File: config.mk
export PLATFORM = sky130hd
export DESIGN_NAME = ecb_bank
export DESIGN_NICKNAME = d
export VERILOG_FILES = /design/src/rtl/ecb_pkg.sv /design/src/rtl/ecb_decode.sv /design/src/rtl/ecb_lane.sv /design/src/rtl/ecb_rdmux.sv /design/src/rtl/ecb_bank.sv
export SDC_FILE = /design/constraint.sdc
export NUM_CORES = 1
export LEC_CHECK = 0
export ABC_AREA = 1
export CELL_PAD_IN_SITES_DETAIL_PLACEMENT = 1
export CELL_PAD_IN_SITES_GLOBAL_PLACEMENT = 1
export CORE_MARGIN = 10
export CORE_UTILIZATION = 33
export CTS_BUF_LIST = sky130_fd_sc_hd__clkbuf_4 sky130_fd_sc_hd__clkbuf_8
export DETAILED_ROUTE_END_ITERATION = 16
export DONT_BUFFER_PORTS = 1
export PLACE_DENSITY_LB_ADDON = 0.08
export SETUP_SLACK_MARGIN = 0.15
export SKIP_LAST_GASP = 1
export SLEW_MARGIN = 10
export SYNTH_ARGS = -nofsm -noshare
export SYNTH_HDL_FRONTEND = slang
export SYNTH_SLANG_ARGS = --single-unit
File: constraint.sdc
create_clock -name clk -period 1.9 [get_ports clk]
set_clock_uncertainty 0.05 [all_clocks]
set_input_delay 0.38 -clock clk [delete_from_list [all_inputs] [get_ports clk]]
set_output_delay 0.38 -clock clk [all_outputs]
set_load 0.02 [all_outputs]
File: src/rtl/ecb_pkg.sv
package ecb_pkg;
    localparam int REG_W     = 32;
    localparam int CODE_W    = 5;
    localparam int FIELD_LSB = 1;
    localparam int LANE_BITS = 8;
    localparam int EXT_W     = 1 << CODE_W;
    localparam logic [CODE_W-1:0] CODE_PARK  = '0;
    localparam logic [CODE_W-1:0] CODE_CYCLE = CODE_W'(1);

    typedef enum logic [1:0] {
        LANE_IDLE  = 2'd0,
        LANE_COUNT = 2'd1,
        LANE_MUTE  = 2'd2
    } lane_state_e;
endpackage

File: src/rtl/ecb_decode.sv
module ecb_decode #(
    parameter int ADDR_W      = 12,
    parameter int NUM_CTR     = 4,
    parameter int CTL_ADDR    = 'h234,
    parameter int DATA_BASE   = 'h240,
    parameter int DATA_STRIDE = 'h00C
) (
    input  logic [ADDR_W-1:0]  addr_i,
    input  logic               wr_en_i,
    output logic               ctl_hit_o,
    output logic               ctl_wr_o,
    output logic [NUM_CTR-1:0] data_hit_o,
    output logic [NUM_CTR-1:0] data_wr_o,
    output logic               any_hit_o
);
    localparam logic [ADDR_W-1:0] CTL_A = ADDR_W'(CTL_ADDR);

    assign ctl_hit_o = (addr_i == CTL_A);
    assign ctl_wr_o  = ctl_hit_o & wr_en_i;

    for (genvar n = 0; n < NUM_CTR; n++) begin : g_data_dec
        localparam logic [ADDR_W-1:0] DATA_A = ADDR_W'(DATA_BASE + n * DATA_STRIDE);
        assign data_hit_o[n] = (addr_i == DATA_A);
        assign data_wr_o[n]  = data_hit_o[n] & wr_en_i;
    end

    assign any_hit_o = ctl_hit_o | (|data_hit_o);
endmodule

File: src/rtl/ecb_lane.sv
module ecb_lane
    import ecb_pkg::*;
#(
    parameter int CTR_W   = 32,
    parameter int NUM_EVT = 16
) (
    input  logic              clk,
    input  logic              rst_n,
    input  logic              cfg_wr_i,
    input  logic [CODE_W-1:0] cfg_code_i,
    input  logic              ld_i,
    input  logic [CTR_W-1:0]  ld_val_i,
    input  logic [NUM_EVT-1:0] ev_i,
    output logic [CODE_W-1:0] code_o,
    output logic [CTR_W-1:0]  cnt_o
);
    lane_state_e       state_q, state_d;
    logic [CODE_W-1:0] code_q, code_d;
    logic [CTR_W-1:0]  cnt_q;
    logic [EXT_W-1:0]  src_vec;
    logic              bump;

    // Source vector indexed by code; code 1 is the free-running cycle source.
    always_comb begin
        src_vec = '0;
        for (int k = 0; k < NUM_EVT; k++) begin
            src_vec[k] = ev_i[k];
        end
        src_vec[CODE_CYCLE] = 1'b1;
    end

    // Next state: only a control write moves the lane (T_PARK, T_ARM, T_MUTE).
    always_comb begin
        state_d = state_q;
        code_d  = code_q;
        if (cfg_wr_i) begin
            code_d = cfg_code_i;
            if (cfg_code_i == CODE_PARK) begin
                state_d = LANE_IDLE;
            end else if (int'(cfg_code_i) < NUM_EVT) begin
                state_d = LANE_COUNT;
            end else begin
                state_d = LANE_MUTE;
            end
        end
    end

    // State register.
    always_ff @(posedge clk) begin
        if (!rst_n) begin
            state_q <= LANE_IDLE;
            code_q  <= CODE_PARK;
        end else begin
            state_q <= state_d;
            code_q  <= code_d;
        end
    end

    // Output decision per state.
    always_comb begin
        bump = 1'b0;
        unique case (state_q)
            LANE_IDLE:  bump = 1'b0;
            LANE_COUNT: bump = src_vec[code_q];
            LANE_MUTE:  bump = 1'b0;
            default:    bump = 1'b0;
        endcase
    end

    // Count register: a software load beats an event on the same edge.
    always_ff @(posedge clk) begin
        if (!rst_n) begin
            cnt_q <= '0;
        end else if (ld_i) begin
            cnt_q <= ld_val_i;
        end else if (bump) begin
            cnt_q <= cnt_q + CTR_W'(1);
        end
    end

    assign code_o = code_q;
    assign cnt_o  = cnt_q;
endmodule

File: src/rtl/ecb_rdmux.sv
module ecb_rdmux
    import ecb_pkg::*;
#(
    parameter int NUM_CTR = 4,
    parameter int CTR_W   = 32
) (
    input  logic                            ctl_hit_i,
    input  logic [NUM_CTR-1:0]              data_hit_i,
    input  logic [NUM_CTR-1:0][CODE_W-1:0]  code_i,
    input  logic [NUM_CTR-1:0][CTR_W-1:0]   cnt_i,
    output logic [REG_W-1:0]                rd_data_o
);
    logic [REG_W-1:0] ctl_word;

    always_comb begin
        ctl_word = '0;
        for (int n = 0; n < NUM_CTR; n++) begin
            ctl_word[n*LANE_BITS + FIELD_LSB +: CODE_W] = code_i[n];
        end
    end

    always_comb begin
        rd_data_o = '0;
        if (ctl_hit_i) begin
            rd_data_o = ctl_word;
        end
        for (int n = 0; n < NUM_CTR; n++) begin
            if (data_hit_i[n]) begin
                rd_data_o = REG_W'(cnt_i[n]);
            end
        end
    end
endmodule

File: src/rtl/ecb_bank.sv
module ecb_bank
    import ecb_pkg::*;
#(
    parameter int ADDR_W      = 12,
    parameter int NUM_CTR     = 4,
    parameter int CTR_W       = 32,
    parameter int NUM_EVT     = 16,
    parameter int CTL_ADDR    = 'h234,
    parameter int DATA_BASE   = 'h240,
    parameter int DATA_STRIDE = 'h00C
) (
    input  logic               clk,
    input  logic               rst_n,
    input  logic               wr_en_i,
    input  logic [ADDR_W-1:0]  addr_i,
    input  logic [REG_W-1:0]   wr_data_i,
    output logic [REG_W-1:0]   rd_data_o,
    input  logic [NUM_EVT-1:0] ev_i
);
    logic                           ctl_hit, ctl_wr, any_hit;
    logic [NUM_CTR-1:0]             data_hit_sel, data_wr_sel;
    logic [NUM_CTR-1:0][CODE_W-1:0] lane_code;
    logic [NUM_CTR-1:0][CTR_W-1:0]  lane_cnt;

    ecb_decode #(
        .ADDR_W(ADDR_W), .NUM_CTR(NUM_CTR), .CTL_ADDR(CTL_ADDR),
        .DATA_BASE(DATA_BASE), .DATA_STRIDE(DATA_STRIDE)
    ) u_decode (
        .addr_i(addr_i), .wr_en_i(wr_en_i),
        .ctl_hit_o(ctl_hit), .ctl_wr_o(ctl_wr),
        .data_hit_o(data_hit_sel), .data_wr_o(data_wr_sel),
        .any_hit_o(any_hit)
    );

    for (genvar n = 0; n < NUM_CTR; n++) begin : g_lane
        ecb_lane #(.CTR_W(CTR_W), .NUM_EVT(NUM_EVT)) u_lane (
            .clk(clk), .rst_n(rst_n),
            .cfg_wr_i(ctl_wr),
            .cfg_code_i(wr_data_i[n*LANE_BITS + FIELD_LSB +: CODE_W]),
            .ld_i(data_wr_sel[n]),
            .ld_val_i(wr_data_i[CTR_W-1:0]),
            .ev_i(ev_i),
            .code_o(lane_code[n]),
            .cnt_o(lane_cnt[n])
        );
    end

    ecb_rdmux #(.NUM_CTR(NUM_CTR), .CTR_W(CTR_W)) u_rdmux (
        .ctl_hit_i(ctl_hit), .data_hit_i(data_hit_sel),
        .code_i(lane_code), .cnt_i(lane_cnt),
        .rd_data_o(rd_data_o)
    );
endmodule

## Yosys cells after proc, flatten, opt, wreduce, memory -nomap -nowiden

Index checks and enable logic that the tools add are counted.

| word-level totals | value |
|---|---|
| register bits | 156 |
| input bits | 63 |
| output and inout bits | 32 |
| logic and storage cells | 79 |

| operators by class | value |
|---|---|
| $add $sub $neg | 4 |
| $lt $le $gt $ge | 8 |
| equality and inequality tests | 9 |
| muxes and demuxes | 33 |
| bitwise gates (word level) | 5 |
| reductions and logical operators | 8 |

Operators by type and width:

| kind | count |
|---|---|
| 32-bit two-way mux | 12 |
| 32-bit by 1-bit adder with 32-bit output (second input constant) | 4 |
| 12-bit by 10-bit equality test with 1-bit output (second input constant) | 5 |
| 30-bit two-way mux | 1 |
| 5-bit by 6-bit less-than comparator with 1-bit output (second input constant) | 4 |
| 1-bit binary-select mux with 5-bit select | 4 |
| 5-bit zero test | 4 |
| 5-bit less-than comparator (second input constant) | 4 |
| 2-bit two-way mux | 8 |
| 2-bit by 1-bit equality test with 1-bit output (second input constant) | 4 |
| 1-bit two-way mux | 8 |
| 2-bit nonzero test | 4 |
| 1-bit AND | 5 |

## Depth between registers and ports, before layout

| depth | value |
|---|---|
| word-level depth | 6 |
| gate-level depth with buffers | 14 |
| gate-level depth less buffers | 12 |

## Modules after synthesis

Synthesis repeated with hierarchy kept, for this count alone.

| second synthesis, totals | value |
|---|---|
| cell total of the unflattened synthesis | 2503 |
| area, all modules | 13650.6 µm² |

Modules (own cells, without submodules):

| module | times used | cells an instance | area an instance (µm²) | sequential area each (µm²) |
|---|---|---|---|---|
| ecb_lane | 4 | 526 | 2986.6 | 780.7 |
| ecb_rdmux | 1 | 349 | 1497.7 | 0.0 |
| ecb_decode | 1 | 50 | 206.4 | 0.0 |

## Least setup slack after synthesis

Ideal clock, no wire load.

| timing | value |
|---|---|
| kind | input to output |
| start | in addr_i[11] |
| end | out rd_data_o[2] |
| arrival time | 1782 ps |
| required time | 1470 ps |
| slack | -312 ps |
| stages | 9 |
| path buffers | 0 |
| path through | nor2_2 nand3_4 nor3_2 nand2_1 inv_1 nand2_1 o21ai_0 nor2_1 o21ai_0 |

| between the ends | value |
|---|---|
| longest elaborated chain between the ends | 6 |
| elaborated cells on any way between the ends | 10 |
| classes of those cells | eq/ne: 5; mux: 5 |

RTL lines:

| item | RTL line | source |
|---|---|---|
| start: declaration | ecb_bank.sv:15 | `input logic [ADDR_W-1:0] addr_i,` |
| 12-bit by 10-bit equality test with 1-bit output | ecb_decode.sv:18 | `assign ctl_hit_o = (addr_i == CTL_A);` |
| 30-bit two-way mux | ecb_rdmux.sv:24 | `if (ctl_hit_i) begin` |
| 32-bit two-way mux (3 in series) | ecb_rdmux.sv:28 | `if (data_hit_i[n]) begin` |
| 32-bit two-way mux * | ecb_rdmux.sv:28 |  |
| end: declaration | ecb_bank.sv:17 | `output logic [REG_W-1:0] rd_data_o,` |

Mark *: on every way between the ends. The rest lies on a longest branch, timed or not.

## Worst setup path after layout

| timing | value |
|---|---|
| start | in addr_i[11] |
| end | out rd_data_o[27] |

Same word-level chain as after synthesis.

==> results.yml <==
outcome:
  run_status: "finished with violations"
  violations: "negative setup slack"
synth:
  syn-num-nets: 2405
  ys_async_sr_fraction_pct: 0
  ys_warn_count: 0
  syn_area_mm2: 0.0128
  synth_top_cell_area_share_pct: 25.4
  synth_top_cell_by_area: "nand2_1"
  synth.area.top_cells: "nand2_1 25%, dfxtp_1 24%, nor2_1 10%, nand3_1 9.8%, inv_1 5.6%"
  synth_top_flop_cell: "dfxtp_1"
  ys_ff_latch: 156
  postSynthAreaPerCell_um2: 5.48
  ys_types: 39
  synth_edf_count: 0
  synthCells: 2338
  yosysSeqAreaShare_pct: 24.4
grt:
  grt_overflow_total: 0
  first_global_vias: 17500
  antenna_found_initial: 15
  grt_usage_pct: 33.0
  grt_max_degree: 84
  grt_pass1_wl_um: 115000
route:
  via_count: 17800
  drc: 0
  ant_nets: 0
  first_pass_iters: 5
  drt-total-wl_um: 81400
  wl_per_cell_um: 25.5
  vias_per_cell: 5.57
  drt_iter0_markers: 1552
setup_path:
  crit_chain: "nor2_4, nand3_4, nor3_4, nand2_4, buf_12, o22ai_4, nor2_2, o21ai_4"
  rr_worst_depth: 15
  crit_slowest_cell: "nor3_4"
  max_stage_delay_ps: 330
  crit_required_ps: 1470
  crit_type: "in -> out"
  end_kind: "primary output"
  crit_path_start_kind: "input port"
  critPathArrivalTime_ps: 1860
  cp_max_fo: 5
cts:
  cts_made_buffers: 17
  clockRootBuffer: "clkbuf_8"
  tritoncts: "built"
  h-tree-depth: 4
  clock-sinks: 156
  clockBufferDepth: 2
  clkLatencyLatePin_ps: 610
  path_clk_slew_ps: 100
min_path:
  hold-path-cell-count: 2
  worstHoldPathType: "in -> reg"
finish:
  fin_nets: 2717
  final_cell_mix: "794 x nand2_1, 279 x nor2_1, 237 x buf_4"
  area_growth_pct: 51.7
  drive_above_1_share_pct: 32.1
  nFillCells: 5140
  final_common_cell: "nand2_1"
  post-route-util_pct: 50.5
  fin_cells: 3192
die:
  fp.dieH_um: 217
  initial_core_util_pct: 33.3
  coreArea_mm2: 0.0385
  pin_count: 95
  die_x_um: 217
  rows: 72
  die-area_mm2: 0.0471
sta:
  hold_viol: 0
  fin_crit_ps: 2290
  setup_violations: 60
  fmax_mhz: 437
  setup_tns_ps: -11690
  tightest_slew_ps: 950
  rsz0062_at_grt: "true"
  maxSlewHeadroom_pct: 36.4
  slew_viol_final: 0
  fin_worst_hold_slack_ps: 23.3
  setup_ws_ps: -391
  fin_crit_sh_pct: 121
placement:
  dp_slack_ps: -448
  port_buffers: 0
  dp_hpwl_um: 57900
  place_inst: 3024
  place.gp.congestion: 1.00
pwr:
  ir_worst_vdd_mv: 0.557
  leakagePower_nw: 8.17
  p_per_area_mw_per_mm2: 343
job:
  maxCapViolCount: 0
synthesized netlist by cell type, drive strengths merged (4+ instances only):
master / number
inv: 201
nand2: 868
xor2: 43
nand3b: 25
clkbuf: 33
buf: 59
nand3: 261
o21ai: 140
xnor2: 6
a21oi: 111
o211ai: 6
nor3: 14
nand4: 9
o22ai: 17
nor2: 365
a211oi: 5
nor3b: 4
dfxtp: 156
ha: 4
area by class of cell:
type,instances,area (µm²),share of cell area (%)
Multi-Input combinational cell,1888,10300,53.1
Timing Repair Buffer,383,3870,19.9
Sequential cell,156,3300,17.0
Inverter,204,858,4.42
Tap cell,518,648,3.34
Clock buffer,19,255,1.31
Clock inverter,11,146,0.753
Antenna cell,13,32.5,0.167
critical path: cells and delay by family:
| family | cells | cell delay [ps] |
|---|---|---|
| AO/OA/AOI/OAI | 2 | 440 |
| AND/OR/NAND/NOR | 5 | 850 |
| buffers and inverters | 1 | 170 |
final timing paths:
| path | from | end | slack (ps) |
|---|---|---|---|
| setup reg to reg | g_lane[2].u_lane.code_o[0] | g_lane[2].u_lane.cnt_o[15] | -130 |
| hold / removal | wr_data_i[9] | g_lane[1].u_lane.state_q[0] | 20 |
| hold reg to reg | g_lane[3].u_lane.state_q[1] | g_lane[3].u_lane.state_q[1] | 440 |
| setup / recovery | addr_i[11] | rd_data_o[27] | -390 |
kinds of logic (layout without fill, tap and decap cells):
group	Yosys count	count (layout)	share of synthesized area [%]
AO/OA/AOI/OAI	283	283	11.6
XOR/XNOR	49	49	3.35
adder cells (fa/ha/maj)	4	4	0.391
buffers and inverters	296	617	9.94
flip-flops	156	156	24.4
other	0	13	0
AND/OR/NAND/NOR	1550	1552	50.4
metrics by stage:
| step | instance area [µm²] | power (mW) |
|---|---|---|
| after CTS | 18200 | 6.67 |
| final | 19400 | 6.67 |
| after global routing | 19400 | 6.82 |
| after global placement | 15200 | 3.60 |
| after floorplan | 13000 | 3.50 |
| after detailed placement | 15200 | 3.61 |
power breakdown:
| group | internal (mW) | switching (mW) |
|---|---|---|
| Sequential | 3.23 | 0.000808 |
| Clock | 1.33 | 1.58 |
| Combinational | 0.141 | 0.389 |
| Total | 4.69 | 1.97 |
registers in the layout (all words and copies together), names as in the netlist:
register	cells
g_lane.u_lane.code_o	20
g_lane.u_lane.cnt_o	128
g_lane.u_lane.state_q	8
per-layer routing:
metal / track usage (%) / wire [µm]
met1: 39.4 / 32400
met2: 52.3 / 36700
met3: 8.78 / 6760
met4: 20.2 / 5580
met5: 0 / 73
repair_timing:
action / 4_1_cts / 5_1_grt
endpoints found under the setup margin: 154 / 177
pin swaps: 74 / 105
resized for setup: 475 / 261
hold endpoints to repair: 144 / 0
buffers inserted: 59 / 15
gates cloned: 12 / 6
hold buffers: 33 / 0
Note: power is estimated with default switching activity, not from simulation.
